**src/rtl/tmr_pkg.sv**
```systemverilog
package tmr_pkg;

    typedef struct packed {
        logic [2:0] clr;
        logic [1:0] edg;
        logic [2:0] psc;
    } tmr_ctl_t;

    typedef enum logic [2:0] {
        CK_NONE,
        CK_GA,
        CK_GB,
        CK_GC,
        CK_GD,
        CK_SYNC
    } clr_kind_e;

    typedef enum logic [1:0] {
        SRC_DIRECT,
        SRC_TAP,
        SRC_EXT
    } src_kind_e;

    typedef enum logic {
        SRC_LOW,
        SRC_HIGH
    } src_state_e;

    function automatic clr_kind_e clr_decode(input logic [2:0] code);
        clr_kind_e k;
        case (code)
            3'b001:         k = CK_GA;
            3'b010:         k = CK_GB;
            3'b101:         k = CK_GC;
            3'b110:         k = CK_GD;
            3'b011, 3'b111: k = CK_SYNC;
            default:        k = CK_NONE;
        endcase
        return k;
    endfunction

    function automatic src_kind_e src_decode(input logic [2:0] code);
        src_kind_e k;
        case (code)
            3'b000:  k = SRC_DIRECT;
            3'b100:  k = SRC_EXT;
            default: k = SRC_TAP;
        endcase
        return k;
    endfunction

endpackage

```
**src/rtl/tmr_prescaler.sv**
```systemverilog
module tmr_prescaler #(
    parameter int NTAP = 6
) (
    input  logic            clk,
    input  logic            rst_n,
    output logic [NTAP-1:0] wave
);
    localparam int PW = 2 * NTAP;

    logic [PW-1:0] div_q;

    always_ff @(posedge clk or negedge rst_n) begin
        if (!rst_n) begin
            div_q <= '0;
        end else begin
            div_q <= div_q + PW'(1);
        end
    end

    // Tap k is the divide-by-4^(k+1) square wave.
    generate
        for (genvar k = 0; k < NTAP; k++) begin : g_tap
            assign wave[k] = div_q[2*k+1];
        end
    endgenerate

endmodule

```
**src/rtl/tmr_ext_sync.sv**
```systemverilog
module tmr_ext_sync #(
    parameter int STAGES = 2
) (
    input  logic clk,
    input  logic rst_n,
    input  logic ext_in,
    output logic level
);
    logic [STAGES-1:0] sh_q;

    always_ff @(posedge clk or negedge rst_n) begin
        if (!rst_n) begin
            sh_q <= '0;
        end else begin
            sh_q <= {sh_q[STAGES-2:0], ext_in};
        end
    end

    assign level = sh_q[STAGES-1];

endmodule

```
**src/rtl/tmr_edge_fsm.sv**
```systemverilog
module tmr_edge_fsm
    import tmr_pkg::*;
(
    input  logic       clk,
    input  logic       rst_n,
    input  logic       lvl,
    input  logic       bypass,
    input  logic [1:0] edg,
    output logic       tick
);
    src_state_e state_q, state_d;
    logic       rise, fall;

    // State register
    always_ff @(posedge clk or negedge rst_n) begin
        if (!rst_n) begin
            state_q <= SRC_LOW;
        end else begin
            state_q <= state_d;
        end
    end

    // Next state and outputs
    always_comb begin
        rise    = 1'b0;
        fall    = 1'b0;
        state_d = state_q;
        unique case (state_q)
            SRC_LOW: begin
                if (lvl) begin
                    rise    = 1'b1;
                    state_d = SRC_HIGH;
                end
            end
            SRC_HIGH: begin
                if (!lvl) begin
                    fall    = 1'b1;
                    state_d = SRC_LOW;
                end
            end
        endcase
    end

    always_comb begin
        if (bypass) begin
            tick = 1'b1;
        end else if (edg[1]) begin
            tick = rise | fall;
        end else if (edg[0]) begin
            tick = fall;
        end else begin
            tick = rise;
        end
    end

    AST_RISE_SEES_HIGH: assert property (@(posedge clk) disable iff (!rst_n)
        (edg == 2'b00 && !bypass && tick) |-> lvl);
    AST_FALL_SEES_LOW: assert property (@(posedge clk) disable iff (!rst_n)
        (edg == 2'b01 && !bypass && tick) |-> !lvl);

endmodule

```
**src/rtl/tmr_clr_sel.sv**
```systemverilog
module tmr_clr_sel
    import tmr_pkg::*;
#(
    parameter int NGR = 4
) (
    input  logic           clk,
    input  logic           rst_n,
    input  logic [2:0]     clr_code,
    input  logic [NGR-1:0] cmp_evt,
    input  logic [1:0]     buf_mode_cd,
    input  logic           sync_en,
    input  logic           sync_in,
    output logic           own_clr,
    output logic           clr
);
    localparam int NBUF = 2;

    clr_kind_e      kind;
    logic [NGR-1:0] eff_evt;
    logic           link_clr;

    assign kind = clr_decode(clr_code);

    // Upper registers lose their event while acting as buffers.
    generate
        for (genvar g = 0; g < NGR; g++) begin : g_evt
            if (g >= NGR - NBUF) begin : g_buf
                assign eff_evt[g] = cmp_evt[g] & ~buf_mode_cd[g-(NGR-NBUF)];
            end else begin : g_plain
                assign eff_evt[g] = cmp_evt[g];
            end
        end
    endgenerate

    always_comb begin
        own_clr  = 1'b0;
        link_clr = 1'b0;
        unique case (kind)
            CK_NONE: ;
            CK_GA:   own_clr  = eff_evt[0];
            CK_GB:   own_clr  = eff_evt[1];
            CK_GC:   own_clr  = eff_evt[2];
            CK_GD:   own_clr  = eff_evt[3];
            CK_SYNC: link_clr = sync_en & sync_in;
        endcase
    end

    assign clr = own_clr | link_clr;

    AST_NONE_NEVER_CLEARS: assert property (@(posedge clk) disable iff (!rst_n)
        (clr_code[1:0] == 2'b00) |-> !clr);
    AST_BUF_C_BLOCKS: assert property (@(posedge clk) disable iff (!rst_n)
        (clr_code == 3'b101 && buf_mode_cd[0]) |-> !clr);
    AST_BUF_D_BLOCKS: assert property (@(posedge clk) disable iff (!rst_n)
        (clr_code == 3'b110 && buf_mode_cd[1]) |-> !clr);
    AST_SYNC_GATED: assert property (@(posedge clk) disable iff (!rst_n)
        (clr_code[1:0] == 2'b11 && !sync_en) |-> !clr);
    AST_LINK_NO_PULSE: assert property (@(posedge clk) disable iff (!rst_n)
        (clr_code[1:0] == 2'b11) |-> !own_clr);

endmodule

```
**src/rtl/tmr_chan.sv**
```systemverilog
module tmr_chan
    import tmr_pkg::*;
#(
    parameter int CNT_W      = 16,
    parameter int NTAP       = 6,
    parameter int EXT_STAGES = 2
) (
    input  logic             clk,
    input  logic             rst_n,
    input  logic             ctl_wr,
    input  logic [7:0]       ctl_wdata,
    output logic [7:0]       ctl_rdata,
    input  logic             ext_clk,
    input  logic [3:0]       cmp_evt,
    input  logic [1:0]       buf_mode_cd,
    input  logic             sync_en,
    input  logic             sync_clr_in,
    output logic             sync_clr_out,
    output logic [CNT_W-1:0] count
);
    localparam logic [CNT_W-1:0] CNT_MAX = '1;

    tmr_ctl_t        ctl_q;
    src_kind_e       src;
    logic [NTAP-1:0] wave;
    logic            ext_lvl;
    logic            sel_lvl;
    logic            tick;
    logic            own_clr;
    logic            clr_fire;
    logic [CNT_W-1:0] cnt_q;

    // Control register
    always_ff @(posedge clk or negedge rst_n) begin
        if (!rst_n) begin
            ctl_q <= '0;
        end else if (ctl_wr) begin
            ctl_q <= tmr_ctl_t'(ctl_wdata);
        end
    end
    assign ctl_rdata = ctl_q;

    tmr_prescaler #(.NTAP(NTAP)) u_psc (
        .clk   (clk),
        .rst_n (rst_n),
        .wave  (wave)
    );

    tmr_ext_sync #(.STAGES(EXT_STAGES)) u_ext (
        .clk    (clk),
        .rst_n  (rst_n),
        .ext_in (ext_clk),
        .level  (ext_lvl)
    );

    // Source select: the ordering of divided taps is not monotonic in code.
    assign src = src_decode(ctl_q.psc);

    always_comb begin
        case (ctl_q.psc)
            3'b001:  sel_lvl = wave[0];
            3'b010:  sel_lvl = wave[1];
            3'b011:  sel_lvl = wave[2];
            3'b110:  sel_lvl = wave[3];
            3'b101:  sel_lvl = wave[4];
            3'b111:  sel_lvl = wave[5];
            3'b100:  sel_lvl = ext_lvl;
            default: sel_lvl = 1'b0;
        endcase
    end

    tmr_edge_fsm u_edge (
        .clk    (clk),
        .rst_n  (rst_n),
        .lvl    (sel_lvl),
        .bypass (src == SRC_DIRECT),
        .edg    (ctl_q.edg),
        .tick   (tick)
    );

    tmr_clr_sel #(.NGR(4)) u_clr (
        .clk         (clk),
        .rst_n       (rst_n),
        .clr_code    (ctl_q.clr),
        .cmp_evt     (cmp_evt),
        .buf_mode_cd (buf_mode_cd),
        .sync_en     (sync_en),
        .sync_in     (sync_clr_in),
        .own_clr     (own_clr),
        .clr         (clr_fire)
    );

    // Counter: clear outranks count
    always_ff @(posedge clk or negedge rst_n) begin
        if (!rst_n) begin
            cnt_q <= '0;
        end else if (clr_fire) begin
            cnt_q <= '0;
        end else if (tick) begin
            cnt_q <= cnt_q + CNT_W'(1);
        end
    end

    assign count        = cnt_q;
    assign sync_clr_out = own_clr;

    AST_CLEAR_WINS: assert property (@(posedge clk) disable iff (!rst_n)
        clr_fire |=> (cnt_q == '0));
    AST_WRAP_TO_ZERO: assert property (@(posedge clk) disable iff (!rst_n)
        (cnt_q == CNT_MAX && tick && !clr_fire) |=> (cnt_q == '0));
    AST_STEP_OR_ZERO: assert property (@(posedge clk) disable iff (!rst_n)
        !$stable(cnt_q) |-> (cnt_q == '0 || cnt_q == CNT_W'($past(cnt_q) + CNT_W'(1))));
    AST_DIRECT_EVERY_CLK: assert property (@(posedge clk) disable iff (!rst_n)
        (ctl_q.psc == 3'b000 && !clr_fire) |=> (cnt_q == CNT_W'($past(cnt_q) + CNT_W'(1))));
    AST_PULSE_MEANS_CLEAR: assert property (@(posedge clk) disable iff (!rst_n)
        sync_clr_out |=> (cnt_q == '0));
    AST_EXT_AT_MOST_ONE: assert property (@(posedge clk) disable iff (!rst_n)
        (ctl_q.psc == 3'b100 && !clr_fire) |=> (cnt_q == $past(cnt_q) || cnt_q == CNT_W'($past(cnt_q) + CNT_W'(1))));

endmodule

```
**config.mk**
```make
export PLATFORM = sky130hd
export DESIGN_NAME = tmr_chan
export DESIGN_NICKNAME = d
export VERILOG_FILES = /design/src/rtl/tmr_pkg.sv /design/src/rtl/tmr_prescaler.sv /design/src/rtl/tmr_ext_sync.sv /design/src/rtl/tmr_edge_fsm.sv /design/src/rtl/tmr_clr_sel.sv /design/src/rtl/tmr_chan.sv
export SDC_FILE = /design/constraint.sdc
export NUM_CORES = 1
export LEC_CHECK = 0
export BUFFER_PORTS_ARGS = -buffer_cell sky130_fd_sc_hd__buf_2
export CORE_ASPECT_RATIO = 1.75
export CORE_UTILIZATION = 47
export DETAILED_ROUTE_END_ITERATION = 10
export PLACE_DENSITY = 0.76
export SETUP_SLACK_MARGIN = 0.5
export SYNTH_ARGS = -nofsm -noshare
export SYNTH_HDL_FRONTEND = slang
export SYNTH_SLANG_ARGS = --single-unit
```
**constraint.sdc**
```tcl
create_clock -name clk -period 2.3 [get_ports clk]
set_input_delay 0 -clock clk [delete_from_list [all_inputs] [get_ports clk]]
set_output_delay 0 -clock clk [all_outputs]
set_load 0.005 [all_outputs]
```
==> Word level (Yosys, flattened, before mapping) <==
Cells that the tools add are included.
{ "totals": {"ff_bits": 39, "input_bits": 20, "output_inout_bits": 25, "wordCells": 52} }
{ "op_classes": {"add_sub_neg": 2, "eq_ne": 18, "mux": 14, "bitwise_logic": 7, "reduce_logical": 4} }
{ "op_table": {"columns": ["operator", "n"], "rows": [
  ["2-to-1 mux 16 bit", 2],
  ["== test 3 bit (second input constant)", 9],
  ["== test 3 x 2 -> 1 bit (second input constant)", 6],
  ["adder 16 x 1 -> 16 bit (second input constant)", 1],
  ["one-hot mux 3 bit (5 select lines)", 1],
  ["adder 12 x 1 -> 12 bit (second input constant)", 1],
  ["== test 3 x 1 -> 1 bit (second input constant)", 3],
  ["2-to-1 mux 1 bit", 8],
  ["one-hot mux 1 bit (7 select lines)", 1],
  ["one-hot mux 1 bit (4 select lines)", 1],
  ["one-hot mux 2 bit (2 select lines)", 1],
  ["bitwise AND 1 bit", 3],
  ["logical NOT 3 bit", 1],
  ["logical NOT 2 bit", 1],
  ["inverter 1 bit", 2],
  ["OR 1 bit", 2],
  ["nonzero test 2 bit", 1],
  ["OR reduction 2 bit", 1]
]} }

==> Longest topological paths before layout <==
Gate-level depths: netlist of the first run.
{ "depth": {"word_depth": 9, "ltp_mapped": 11, "ltp_nobuf": 9} }

==> Cells and area by module <==
From an unflattened synthesis of the first run, not the netlist that was laid out.
{ "hier_totals": {"hier_cells": 173, "area_unflattened_um2": 1973.1} }
{ "modules_own_cells": {"columns": ["mod", "instances", "cells_each", "area_each_um2", "seq_area_each_um2"], "rows": [
  ["tmr_chan", 1, 104, 1202.4, 600.6],
  ["tmr_prescaler", 1, 47, 560.5, 300.3],
  ["tmr_edge_fsm", 1, 9, 83.8, 25.0],
  ["tmr_clr_sel", 1, 11, 76.3, 0.0],
  ["tmr_ext_sync", 1, 2, 50.0, 50.0]
]} }

==> Worst setup path before layout of the first run <==
Ideal clock, no wire load.
{ "synth_path": {"path_kind": "register to register", "start": "register ctl_q (netlist bit ctl_rdata[1])", "end": "register cnt_q[1], in the netlist count[1]", "arrival_ns": 2.310, "setup_slack_ns": -0.142, "stages_incl_launch_ff": 11, "period_less_slack_ns": 2.442, "cell_sequence": "dfrtp_1 -> mux4_2 -> a21oi_1 -> inv_1 -> ha_1 -> mux2i_1 -> o211a_2 -> buf_6 -> clkbuf_1 -> mux2i_1 -> nor2_1"} }
{ "synth_between": {"elab_chain_len": 8} }
{ "synth_rtl": {"columns": ["item", "line", "source"], "rows": [
  ["start: declaration", "tmr_chan.sv:23", "tmr_ctl_t ctl_q;"],
  ["start signal: assignment", "tmr_chan.sv:38", "ctl_q <= tmr_ctl_t'(ctl_wdata);"],
  ["== test 3 bit (tied with other cells)", "tmr_chan.sv:60", "case (ctl_q.psc)"],
  ["one-hot mux 1 bit (7 select lines) *", "tmr_chan.sv:60", null],
  ["via sel_lvl", "tmr_chan.sv:27", "logic sel_lvl;"],
  ["2-to-1 mux 1 bit, on equally long branches", "tmr_edge_fsm.sv:30, tmr_edge_fsm.sv:36", null],
  ["2-to-1 mux 1 bit", "tmr_edge_fsm.sv:28", "unique case (state_q)"],
  ["2-to-1 mux 1 bit / OR 1 bit (equally long branches)", "tmr_edge_fsm.sv:49, tmr_edge_fsm.sv:48", null],
  ["2-to-1 mux 1 bit *", "tmr_edge_fsm.sv:47", "end else if (edg[1]) begin"],
  ["2-to-1 mux 1 bit *", "tmr_edge_fsm.sv:45", "if (bypass) begin"],
  ["nonzero test 2 bit (no line) *", null, null],
  ["end signal: assignment", "tmr_chan.sv:100", "cnt_q <= cnt_q + CNT_W'(1);"],
  ["end: declaration", "tmr_chan.sv:31", "logic [CNT_W-1:0] cnt_q;"]
]} }
Mark *: on every way through the listed nets, which the timed path passes. The rest lies on a longest branch.
A chain may end at the register's enable or synchronous reset.

==> Worst setup path in the final report of the first run <==
{ "layout_path": {"start": "register ctl_q (netlist bit ctl_rdata[1])", "end": "register cnt_q[9], in the netlist count[9]"} }
{ "layout_between": {"elab_chain_len": 8} }
{ "layout_rtl": {"columns": ["item", "line"], "rows": [
  ["== test 3 bit (tied with other cells)", "tmr_pkg.sv:44, tmr_chan.sv:60"],
  ["one-hot mux 1 bit (7 select lines)", "tmr_chan.sv:60"],
  ["2-to-1 mux 1 bit, on equally long branches", "tmr_edge_fsm.sv:30, tmr_edge_fsm.sv:36"],
  ["2-to-1 mux 1 bit", "tmr_edge_fsm.sv:28"],
  ["2-to-1 mux 1 bit / OR 1 bit (equally long branches)", "tmr_edge_fsm.sv:49, tmr_edge_fsm.sv:48"],
  ["2-to-1 mux 1 bit", "tmr_edge_fsm.sv:47"],
  ["2-to-1 mux 1 bit *", "tmr_edge_fsm.sv:45"],
  ["nonzero test 2 bit (no line) *", null]
]} }
Every way passes the cells marked *; elsewhere a longest branch is shown, timed or not.

==> flow_summary.yaml, run 1 <==
outcome:
  status: "finished, violations left"
  failed_checks: "negative setup slack"
job:
  drv_cap: 0
final_layout:
  area_delta_synth_final_pct: 35.6
  nets: 257
  antennaDiodeCount: 0
  fillCellCount: 302
  seq_area_um2: 976
  drive_above_1_share_pct: 35.9
  multi_input_comb_area_um2: 947
sta:
  max_slew_margin_pct: 5.91
  max_slew.worst_pin.slew_ps: 1410
  slew_violations: 0
  finalHoldWorstSlack_ps: 141
  setup-violations-final: 11
  rsz0062_at_grt: "yes"
  finClkSkew_ps: 11.6
  setup_slack_ps: -95.6
  fin_crit_ps: 2400
  period_share_pct: 104
  tns_ps: -446
  finalHoldViolCount: 0
  fmax_ghz: 0.417
logic_synthesis:
  syn-mean-instance-area_um2: 10.8
  synth-seq-cells: 39
  synthFlopType: "dfrtp_1"
  ys_warn_count: 0
  ys_types: 31
  synth-seq-area-share_pct: 53.1
  async_reset_ff_share_pct: 100
  synthCells: 170
  synth_edf_count: 0
  synth.net_count: 194
  syn-cell-area_um2: 1840
routing:
  drtIter0Drc: 30
  wl_met1_um: 1550
  wl_met2_um: 2470
  vias_per_cell: 5.71
  vias: 1600
  wl_um: 4390
  remaining_drc_errors: 0
  drt-pass1-iter-count: 4
  postRouteAntennaNets: 0
  met3_length_um: 198
  routedWlPerCell_um: 15.7
  topRoutingLayerUsed: "met4"
clock_network:
  root_buffer: "clkbuf_8"
  h-tree-depth: 2
  numCtsBuffers: 5
  cts_tree: "built"
  cts.sinks: 39
  clockBufferDepth: 2
  path_clk_slew_ps: 80
  worst_skew_pair.late_latency_ps: 300
pwr:
  p_leak_uw: 0.00112
  peakVddDrop_uv: 651
  p_per_area_nw_per_um2: 681
grt:
  track_usage_pct: 23.7
  grt-ovfl-total: 0
  antenna_found_initial: 0
  grt_pass1_wl_um: 7420
  grt_max_degree: 40
  first_global_vias: 1630
floorplanning:
  core_um2: 3660
  start_util_pct: 50.1
  die_area_um2: 4170
  rows: 29
  dieWidth_um: 49.3
  die_y_um: 84.7
  io_pins: 45
worst_setup_path:
  startpoint_type: "flip-flop"
  path_max_fanout: 6
  setup.worst_path.class: "reg2reg"
  cp_data_arrival_time_ps: 2610
  critPathCaptureType: "flip-flop"
  cp.required_ps: 2510
place:
  dp_hpwl_um: 2780
  place.gp.congestion: 0.723
  portBuffers: 44
hold_path:
  min_path_type: "in2reg"
[repair_timing]
item,in CTS,in global routing
buffers inserted,0,1
pin swaps,6,11
hold endpoints to repair,48,0
hold buffers,10,0
gates resized for setup,12,10
cloned,2,0
endpoints found under the setup margin,16,16
[metrics by stage]
step                instances  utilization [%]  cell area [um2]  total power (uW)  setup slack (ps)
global placement          259             58.4             2140              1010             -26.1
detailed placement        259             58.4             2140              1020              -104
finish                    280             67.9             2490              1690             -95.6
global route              280             67.9             2490              1770              -204
floorplan                 170                -             1860               927             -58.7
CTS                       279             66.5             2440              1680             -63.0
[cell families after synthesis]
group	share of synthesized area, %
simple gates	16.8
flops	53.1
compound gates	11.9
mux	7.77
xor+xnor	5.25
buf+inv	2.45
fa+ha+maj	2.72
[cell usage in the layout, fill, tap and decap left out, types with 2 or more instances in the layout]
master	synthesis	layout
o21ai_0	7	2
nor2_1	6	6
or4_1	7	5
and4_1	2	2
a21oi_1	18	15
or3_1	8	8
nand3_1	8	8
mux2_2	8	8
xnor2_1	6	6
nand4_1	4	4
and3_1	2	2
buf_2	0	44
buf_6	1	3
dlygate4sd3_1	0	10
dfrtp_1	39	39
and2_1	2	2
clkbuf_8	0	6
nand2_1	15	15
o21ai_1	0	5
or4_4	0	2
xor2_1	5	4
ha_4	0	2
mux2i_1	3	2
buf_4	0	3
o211a_4	0	3
a21oi_2	0	2
o31ai_1	7	6
ha_1	4	2
inv_1	4	3
[area by class of cell]
type	instances	share of cell area (%)
Sequential cell	39	39.2
Multi-Input combinational cell	123	38.0
Clock buffer	6	3.32
Timing Repair Buffer	60	15.1
Inverter	4	0.603
Clock inverter	2	1.41
Tap cell	46	2.31
[layer usage]
metal	global-route usage (%)	vias to the layer above
met2	41.3	56
met5	0	-
li1	-	755
met4	13.6	0
met1	25.9	775
met3	4.71	14
[worst paths after layout]
path                                           from                        to  slack, ps  depth (start not counted)
hold reg to reg             u_ext.sh_q[0]$_DFF_PN0_   u_ext.sh_q[1]$_DFF_PN0_        360                          0
hold / removal                               ctl_wr  ctl_rdata[0]$_DFFE_PN0P_        140                          2
min in group asynchronous                     rst_n      count[4]$_DFFE_PN0P_        350                          2
max in group asynchronous                     rst_n      count[8]$_DFFE_PN0P_       1400                          2
setup / recovery           ctl_rdata[1]$_DFFE_PN0P_      count[9]$_DFFE_PN0P_       -100                          7
setup reg to reg           ctl_rdata[1]$_DFFE_PN0P_      count[9]$_DFFE_PN0P_       -100                          7
[registers in the layout (all words and copies together) (netlist names)]
signal and flops:
ctl_rdata 8, count 16, u_psc.div_q 12, u_edge.state_q 1, u_ext.sh_q 2
[synth_stat cells (5+ instances only)]
| library cell | n | share of area [%] |
|---|---|---|
| nand2_1 | 15 | 3.1 |
| mux2_2 | 8 | 4.9 |
| or4_1 | 7 | 2.9 |
| xnor2_1 | 6 | 2.9 |
| o21ai_0 | 7 | 1.9 |
| a21oi_1 | 18 | 4.9 |
| or3_1 | 8 | 2.7 |
| nand3_1 | 8 | 2.2 |
| nor2_1 | 6 | 1.2 |
| xor2_1 | 5 | 2.4 |
| o31ai_1 | 7 | 2.9 |
| dfrtp_1 | 39 | 53 |
[power breakdown]
group | switching [uW] | total, uW | leakage (uW) | internal [uW]
Clock | 245 | 596 | 0.0000612 | 351
Sequential | 54.2 | 775 | 0.000505 | 720
Combinational | 159 | 324 | 0.000550 | 165
Total | 459 | 1690 | 0.00112 | 1240
[critical path, cell delays in order (launching register included)]
cell and delay [ps]:
dfrtp_1 410, mux4_2 550, a21oi_4 180, ha_4 220
nand2b_4 160, o211a_4 170, or4_4 480, a21oi_2 160
(Power assumes the default switching activity.)
==> run 2: changes to the inputs <==
Settings changed: CORE_UTILIZATION 47 to 56, PLACE_DENSITY 0.76 to 0.85.
Clock period 2.3 ns to 3 ns, I/O delays scaled along.
==> run 2 against run 1 <==
  * The flow now finishes without violations
  * Combinational power decreased by 34%
  * Setup slack improved by 720 ps
  * Fmax increased by 0.98%
  * Global-route usage increased by 0.88 points
  * Sequential power decreased by 24%
  * Critical path depth increased by 1
  * Routed wire length decreased by 7.0%
  * Utilization increased by 7.0 points
  * Clock-buffer cell count unchanged
  * Clock power decreased by 46%
  * Total power decreased by 34%
  * Flip-flop and latch count unchanged
  * Critical endpoint is now count[6]$_DFFE_PN0P_
  * Largest cell class unchanged
==> flow_summary.yaml, run 2 (synthesis results as in run 1) <==
worst_setup_path:
  critPathCaptureType: "flip-flop"
  rr_worst_depth: 8
  cp.required_ps: 3230
  crit_buf_inv: 1
  reg2reg_from: "u_psc.div_q[7]$_DFF_PN0_"
  r2r-end: "count[6]$_DFFE_PN0P_"
  cp_data_arrival_time_ps: 2600
  path_max_fanout: 7
  path_cells: "mux4_2 -> a21oi_2 -> ha_1 -> mux2i_2 -> o211a_2 -> buf_4 -> or3_1 -> a21oi_1"
  cp_top_family: "compound AO/OA/AOI/OAI gates"
  cp.depth: 8
  setup.worst_path.class: "reg2reg"
  startpoint_type: "flip-flop"
  r2r_slack_ps: 630
  crit_slowest_cell: "mux4_2"
  critPathMaxStageDelay_ps: 470
sta:
  setup-violations-final: 0
  tns_ps: 0
  period_share_pct: 79.1
  finClkSkew_ps: 6.92
  slew_violations: 0
  rsz0062_at_grt: "no"
  max_slew.worst_pin.slew_ps: 842
  fmax_ghz: 0.422
  max_slew_margin_pct: 43.9
  finalHoldViolCount: 0
  fin_crit_ps: 2370
routing:
  postRouteAntennaNets: 0
  remaining_drc_errors: 0
  vias: 1557
  drt-pass1-iter-count: 4
  routedWlPerCell_um: 14.9
  drtIter0Drc: 33
  wl_um: 4080
  vias_per_cell: 5.66
pwr:
  p_sw_share_pct: 27.9
  seq_power_share_pct: 52.4
  clkPwrFrac_pct: 28.5
  internal-power_uw: 813
  peakVddDrop_uv: 492
  comb_power_share_pct: 19.1
  p_leak_uw: 0.00108
  p_switching_uw: 314
  p_per_area_nw_per_um2: 479
floorplanning:
  die_area_um2: 3520
  io_pins: 45
  start_util_pct: 58.5
  rows: 27
  dieWidth_um: 45.3
  die_y_um: 77.8
  core_um2: 3140
outcome:
  status: "finished clean"
final_layout:
  drive_above_1_share_pct: 31.0
  largest_reg_flops: 16
  fin_area_um2: 2350
  fillCellCount: 231
  nets: 257
  area_delta_synth_final_pct: 28.1
  antennaDiodeCount: 0
  mostFrequentLayoutCells: "buf_2 (44), dfrtp_1 (39), a21oi_1 (17)"
  final_common_cell: "buf_2"
hold_path:
  whs_path_depth: 2
  min_to: "ctl_rdata[2]$_DFFE_PN0P_"
  min_path_type: "in2reg"
  min_from: "ctl_wr"
job:
  drv_cap: 0
grt:
  antenna_found_initial: 0
  grt_pass1_wl_um: 6180
  track_usage_pct: 24.6
  grt_max_degree: 40
  grt-ovfl-total: 0
  first_global_vias: 1397
clock_network:
  h-tree-depth: 2
  path_clk_slew_ps: 70
  cts.sinks: 39
  clockBufferDepth: 2
  cts_tree: "built"
  worst_skew_pair.late_latency_ps: 300
  root_buffer: "clkbuf_8"
  numCtsBuffers: 5
place:
  dpl_cell_area_um2: 2090
  place.gp.congestion: 0.767
  dp_hpwl_um: 2560
  portBuffers: 44
run 2: changes by cell type in the layout (fill, tap and decap cells not counted), moves of 2 or more:
cell,before,now
or4_4,2,0
buf_6,3,0
o21ai_1,5,0
ha_4,2,0
o21ai_0,2,7
ha_1,2,4
or4_1,5,7
a21oi_1,15,17
buf_4,3,6
run 2: per-layer routing:
| metal | track usage [%] | up-vias | share of wire (%) |
|---|---|---|---|
| li1 | - | 747 | - |
| met1 | 26.2 | 767 | 36 |
| met2 | 42.9 | 37 | 59 |
| met3 | 7.67 | 6 | 3.5 |
| met4 | 9.09 | 0 | 1.5 |
| met5 | 0 | - | 0 |
run 2: how the worst max path moves through the flow:
stage | startpoint | slack, ps | end
final | u_psc.div_q[7]$_DFF_PN0_ | 630 | count[6]$_DFFE_PN0P_
after floorplan | ctl_rdata[1]$_DFFE_PN0P_ | 560 | count[1]$_DFFE_PN0P_
after global routing | ctl_rdata[1]$_DFFE_PN0P_ | 540 | count[4]$_DFFE_PN0P_
after global placement | ctl_rdata[1]$_DFFE_PN0P_ | 490 | count[13]$_DFFE_PN0P_
after CTS | u_psc.div_q[9]$_DFF_PN0_ | 510 | count[15]$_DFFE_PN0P_
after detailed placement | ctl_rdata[1]$_DFFE_PN0P_ | 410 | count[15]$_DFFE_PN0P_
run 2: metrics by stage:
stage	utilization (%)	power (uW)	worst slack, ps	cells	hold WS [ps]
detailed placement	66.5	762	412	252	109
global route	74.9	1180	542	275	132
CTS	72.4	1100	514	269	139
global placement	66.5	755	486	252	107
floorplan	-	696	558	170	-296
finish	74.9	1130	628	275	141
run 2: final cells by class:
class,instances,area (um2),share of cell area (%)
Sequential cell,39,976,41.5
Multi-Input combinational cell,123,871,37.0
Timing Repair Buffer,60,365,15.5
Clock buffer,6,72.6,3.08
Tap cell,43,53.8,2.29
Inverter,4,15.0,0.638
run 2: repair_timing:
item | in CTS | in global routing
endpoints found under the setup margin | 7 | 7
buffers inserted | 1 | 4
gates cloned | 0 | 2
hold buffers | 10 | 0
gates resized for setup | 1 | 6
hold endpoints to repair | 48 | 0
pin swaps | 0 | 3
run 2: power by group through the flow:
stage	registers [uW]	clock network, uW	logic, uW
after global routing	596	350	236
final	590	321	215
after global placement	596	0	159
after detailed placement	598	0	164
after floorplan	593	0	103
after CTS	587	327	182
